### config.mk
export PLATFORM = sky130hd
export DESIGN_NAME = burst_wait_seq
export DESIGN_NICKNAME = d
export VERILOG_FILES = /design/src/rtl/bws_pkg.sv /design/src/rtl/bws_cfg_reg.sv /design/src/rtl/bws_down_cnt.sv /design/src/rtl/burst_wait_seq.sv
export SDC_FILE = /design/constraint.sdc
export NUM_CORES = 1
export LEC_CHECK = 0
export CAP_MARGIN = 30
export CORE_AREA = 3 3 58 60
export DETAILED_ROUTE_END_ITERATION = 10
export DIE_AREA = 0 0 61 63
export PLACE_DENSITY = 0.7
export SYNTH_ARGS = -nofsm -noshare
export SYNTH_HDL_FRONTEND = slang
export SYNTH_SLANG_ARGS = --single-unit
### constraint.sdc
create_clock -name clk -period 1.9 [get_ports clk]
set_clock_uncertainty 0.1 [all_clocks]
set_input_delay 0.475 -clock clk [delete_from_list [all_inputs] [get_ports clk]]
set_output_delay 0.475 -clock clk [all_outputs]
set_load 0.1 [all_outputs]
### src/rtl/bws_pkg.sv
package bws_pkg;

    localparam int CODE_W = 3;
    localparam int WAIT_W = 4;
    localparam int LEN_W  = 2;
    localparam int BEAT_W = (1 << LEN_W) - 1;

    typedef enum logic [1:0] {
        ST_IDLE,
        ST_FIRST,
        ST_PITCH,
        ST_FINISH
    } bws_state_e;

    // Codes 0..3 are linear; codes 4..7 step by three cycles (6, 9, 12, 15).
    function automatic logic [WAIT_W-1:0] first_waits(input logic [CODE_W-1:0] code);
        logic [WAIT_W-1:0] c;
        c = WAIT_W'(code);
        if (code[CODE_W-1] == 1'b0)
            first_waits = c;
        else
            first_waits = WAIT_W'(3 * (c - WAIT_W'(2)));
    endfunction

endpackage

### src/rtl/bws_cfg_reg.sv
module bws_cfg_reg #(
    parameter int DATA_W    = 32,
    parameter int FIRST_LSB = 23,
    parameter int PITCH_LSB = 20,
    parameter int CODE_W    = 3
) (
    input  logic              clk,
    input  logic              rst,
    input  logic              wr_en,
    input  logic [DATA_W-1:0] wr_data,
    output logic [CODE_W-1:0] first_code,
    output logic [CODE_W-1:0] pitch_code
);

    localparam logic [CODE_W-1:0] CODE_RST = '1;

    always_ff @(posedge clk) begin
        if (rst) begin
            first_code <= CODE_RST;
            pitch_code <= CODE_RST;
        end else if (wr_en) begin
            first_code <= wr_data[FIRST_LSB +: CODE_W];
            pitch_code <= wr_data[PITCH_LSB +: CODE_W];
        end
    end

endmodule

### src/rtl/bws_down_cnt.sv
module bws_down_cnt #(
    parameter int W = 4
) (
    input  logic         clk,
    input  logic         rst,
    input  logic         load,
    input  logic [W-1:0] load_val,
    input  logic         dec,
    output logic [W-1:0] cnt,
    output logic         zero
);

    assign zero = (cnt == '0);

    always_ff @(posedge clk) begin
        if (rst)
            cnt <= '0;
        else if (load)
            cnt <= load_val;
        else if (dec && !zero)
            cnt <= cnt - W'(1);
    end

endmodule

### src/rtl/burst_wait_seq.sv
module burst_wait_seq
    import bws_pkg::*;
#(
    parameter int CFG_W     = 32,
    parameter int FIRST_LSB = 23,
    parameter int PITCH_LSB = 20
) (
    input  logic             clk,
    input  logic             rst,
    input  logic             cfg_we,
    input  logic [CFG_W-1:0] cfg_data,
    input  logic             req_valid,
    input  logic [LEN_W-1:0] req_len,
    input  logic             rdy_in,
    output logic             busy,
    output logic             beat_strobe,
    output logic             done
);

    bws_state_e        state_q, state_d;
    logic [CODE_W-1:0] cfg_first, cfg_pitch;
    logic [CODE_W-1:0] fcode_q, pcode_q;
    logic              accept, in_access, cur_ign, beat_go;
    logic              w_load, w_zero, b_load, b_zero;
    logic [WAIT_W-1:0] w_val, w_cnt;
    logic [BEAT_W-1:0] b_val, b_cnt;

    bws_cfg_reg #(
        .DATA_W   (CFG_W),
        .FIRST_LSB(FIRST_LSB),
        .PITCH_LSB(PITCH_LSB),
        .CODE_W   (CODE_W)
    ) u_cfg (
        .clk       (clk),
        .rst       (rst),
        .wr_en     (cfg_we),
        .wr_data   (cfg_data),
        .first_code(cfg_first),
        .pitch_code(cfg_pitch)
    );

    assign accept    = (state_q == ST_IDLE) && req_valid;
    assign in_access = (state_q == ST_FIRST) || (state_q == ST_PITCH);
    assign cur_ign   = (state_q == ST_FIRST) ? (fcode_q == '0) : (pcode_q == '0);
    assign beat_go   = in_access && w_zero && (cur_ign || rdy_in);

    // Wait counter: loaded for the first beat on accept, for each later beat on a strobe.
    assign w_load = accept || (beat_go && !b_zero);
    assign w_val  = accept ? first_waits(cfg_first) : WAIT_W'(pcode_q);

    bws_down_cnt #(.W(WAIT_W)) u_wait (
        .clk     (clk),
        .rst     (rst),
        .load    (w_load),
        .load_val(w_val),
        .dec     (in_access),
        .cnt     (w_cnt),
        .zero    (w_zero)
    );

    // Beat counter holds the number of beats still to come after the current one.
    assign b_load = accept;
    assign b_val  = BEAT_W'((1 << req_len) - 1);

    bws_down_cnt #(.W(BEAT_W)) u_beats (
        .clk     (clk),
        .rst     (rst),
        .load    (b_load),
        .load_val(b_val),
        .dec     (beat_go),
        .cnt     (b_cnt),
        .zero    (b_zero)
    );

    always_ff @(posedge clk) begin
        if (rst) begin
            fcode_q <= '1;
            pcode_q <= '1;
        end else if (accept) begin
            fcode_q <= cfg_first;
            pcode_q <= cfg_pitch;
        end
    end

    always_ff @(posedge clk) begin
        if (rst)
            state_q <= ST_IDLE;
        else
            state_q <= state_d;
    end

    always_comb begin
        state_d = state_q;
        unique case (state_q)
            ST_IDLE:   if (accept) state_d = ST_FIRST;
            ST_FIRST,
            ST_PITCH:  if (beat_go) state_d = b_zero ? ST_FINISH : ST_PITCH;
            ST_FINISH: state_d = ST_IDLE;
        endcase
    end

    always_comb begin
        busy        = (state_q != ST_IDLE);
        beat_strobe = beat_go;
        done        = (state_q == ST_FINISH);
    end

endmodule

==> impl_metrics.csv <==
group,metric,value,unit
run_status,status,"finished with violations",
run_status,violations,"negative setup slack",
yosys,ys_warn_count,0,
final_layout,layout-drive-gt1-share,0.268,
yosys,synth_edf_count,0,
floorplanning,ios,42,
pwr,vdd_drop_max,0.578,mV
global_routing,grt_pass1_vias,1014,
sta,rsz0062_at_grt,"yes",
floorplanning,fp.coreArea,0.00298,mm2
yosys,syn_area,0.00110,mm2
worst_setup_path,arrival,1.62,ns
yosys,synth_nets,174,
worst_setup_path,path_max_fanout,2,
placement,io_buffers,15,
detailed_routing,avgViaCountPerCell,5.14,
floorplanning,dieHeight,63,um
worst_setup_path,rr_worst_depth,10,
final_layout,diodes,0,
worst_setup_path,crit_family,"buffers and inverters",
final_layout,final_area,0.00153,mm2
floorplanning,start_util,0.368,
placement,place.gp.congestion,0.749,
worst_setup_path,crit_slowest_cell,"clkdlybuf4s50_1",
final_layout,finalNonFillerCells,190,
detailed_routing,routed_wl,2410,um
sta,fin_ws,-0.297,ns
pwr,p_per_area,1310,mW/mm2
yosys,synthArstFlopShare,0,
worst_setup_path,crit_required,1.32,ns
worst_hold_path,hp-class,"flop to flop",
final_layout,multi_input_area,662,um2
yosys,synthFlopType,"dfxtp_1",
yosys,avgSynthCellArea,8.64,um2
sta,fin_crit_sh,1.16,
clocking,clock-sinks,21,
yosys,yosysSeqAreaShare,0.383,
yosys,synth_seq_cells,21,
worst_setup_path,startpoint_type,"input pin",
global_routing,grt_overflow,0,
clocking,clk_pin_slew_worst_paths,0.11,ns
floorplanning,row_count,20,
final_layout,fillers,281,
yosys,synth_cells,127,
placement,place_hpwl,1870,um
worst_hold_path,whs_path_depth,2,
global_routing,grt_usage,0.148,
clocking,clk-insertion-delay-late,0.30,ns
final_layout,nNetsFinal,205,
pwr,p_leak,0.636,nW
yosys,yosysUniqueCellTypes,32,
clocking,hold_buffers,0,
sta,worst_slew_pin_slew,0.340,ns
floorplanning,die_area,0.00384,mm2
global_routing,antenna_found_initial,0,
final_layout,area_growth,39.2,%
detailed_routing,routedWlPerCell,12.7,um
worst_setup_path,slowest_delay,0.48,ns
clocking,htree_levels,1,
detailed_routing,first_pass_iters,4,
detailed_routing,antenna_left,0,
clocking,clk_path_buf_depth,2,
placement,dp_cells,184,
sta,final-setup-viol-count,5,
detailed_routing,vias,976,
clocking,root_buffer,"clkbuf_4",
sta,min_period,2.20,ns
placement,dp_slack,-0.323,ns
global_routing,grt_max_degree,12,
floorplanning,die_x,61,um
flow_run,drv_cap,0,
worst_setup_path,cp_cell_sequence,"clkdlybuf4s50_1, o31ai_4, clkinvlp_4, buf_12",
detailed_routing,drcViolationCount,0,
worst_setup_path,path_depth,4,
sta,report.final.hold_viol_count,0,
worst_setup_path,path_class,"input pin to output pin",
sta,max_freq,455,MHz
sta,maxSlewViolCount,0,
clocking,cts_buffers,3,
placement,placed_cell_area,0.00146,mm2
sta,fin_tns_setup,-0.432,ns
clocking,cts_tree,"done",
detailed_routing,drt_iter0_markers,21,
final_layout,fin_util,0.513,
sta,relSlewSlack,0.773,
worst_setup_path,end_kind,"output pin",
final_layout,seqCellArea,427,um2
global_routing,grt_pass1_wl,4370,um
worst_setup_path,worst-path-buf-inv,3,
-- timing repair --
action / in CTS / in global routing
pin swaps: 7 / 4
endpoints found under the setup margin: 8 / 9
setup buffers: 3 / 0
gates resized for setup: 3 / 3
-- cell usage in the layout, fill, tap and decap left out, types with 2 or more instances in the layout --
master,synthesis,final
mux2i_1,7,7
o21ai_0,6,6
nand2_1,20,20
dfxtp_2,0,2
ha_4,0,2
xnor2_1,3,3
buf_6,1,2
clkdlybuf4s50_1,0,12
buf_12,0,3
buf_4,1,16
clkbuf_4,0,3
nor3_1,3,3
inv_2,0,2
ha_1,8,6
nor2_1,9,9
a21oi_1,6,6
clkinvlp_4,0,2
nand3_1,5,5
a311oi_1,3,3
dfxtp_1,21,18
o211ai_1,2,2
inv_1,10,6
a211oi_2,1,2
-- metrics by stage --
stage / hold slack [ns] / power, mW
2_1_floorplan: 0.336 / 1.40
3_3_place_gp: 0.352 / 1.68
3_5_place_dp: 0.364 / 1.72
4_1_cts: 0.390 / 1.99
5_1_grt: 0.417 / 2.16
6_report: 0.389 / 2.00
-- cell usage after synthesis, types with 2 or more instances --
cell type | count | area (um2)
dfxtp_1 | 21 | 420
nand2_1 | 20 | 75.1
inv_1 | 10 | 37.5
nor2_1 | 9 | 33.8
ha_1 | 8 | 100
mux2i_1 | 7 | 70.1
a21oi_1 | 6 | 30.0
o21ai_0 | 6 | 30.0
clkbuf_1 | 5 | 18.8
nand3_1 | 5 | 25.0
a311oi_1 | 3 | 26.3
nor3_1 | 3 | 15.0
xnor2_1 | 3 | 26.3
a211oi_1 | 2 | 15.0
o211ai_1 | 2 | 15.0
-- worst paths after layout --
| check | start | end | slack (ns) |
|---|---|---|---|
| max | rdy_in | beat_strobe | -0.30 |
| min | u_cfg.pitch_code[1] | pcode_q[1] | 0.39 |
| max reg2reg | state_q[0] | u_wait.cnt[1] | -0.05 |
| min reg2reg | u_cfg.pitch_code[1] | pcode_q[1] | 0.39 |
-- sequential cells by signal, indices dropped and copies added (netlist names) --
register / count
u_cfg.first_code: 3
u_wait.cnt: 4
pcode_q: 3
u_cfg.pitch_code: 3
u_beats.cnt: 3
fcode_q: 3
state_q: 2
-- where the power goes --
part / total, mW / internal, mW / switching, mW
Combinational: 1.13 / 0.550 / 0.580
Sequential: 0.652 / 0.557 / 0.0947
Clock: 0.215 / 0.0818 / 0.133
-- layout make-up --
cell class | instances | area share
well taps | 33 | 0.0270
repair buffers | 33 | 0.211
flip-flops and latches | 21 | 0.279
inverters | 11 | 0.0319
clock buffers | 4 | 0.0172
multi-input cells | 88 | 0.433
-- layer usage --
layer	vias to the layer above	wire length, um	track usage
met1	454	994	0.171
met3	4	70	0.0186
met5	-	0	0
met4	0	38	0.0569
met2	14	1310	0.266
li1	504	-	-
-- cell families after synthesis --
logic type	share of synthesized area
muxes	0.0639
DFF	0.383
xor gates and xnor gates	0.0239
and+or+nand+nor	0.200
adders and majority gates	0.0912
AOI/OAI and AO/OA	0.166
buffers and inverters	0.0718
-- worst register-to-register path, delay by kind of cell (launching register included) --
kind	cells	cell delay, ns
adders and majority gates	1	0.25
buffers and inverters	4	0.44
and+or+nand+nor	2	0.29
DFF	1	0.39
AOI/OAI and AO/OA	3	0.41
Note: power is estimated with default switching activity, not from simulation.
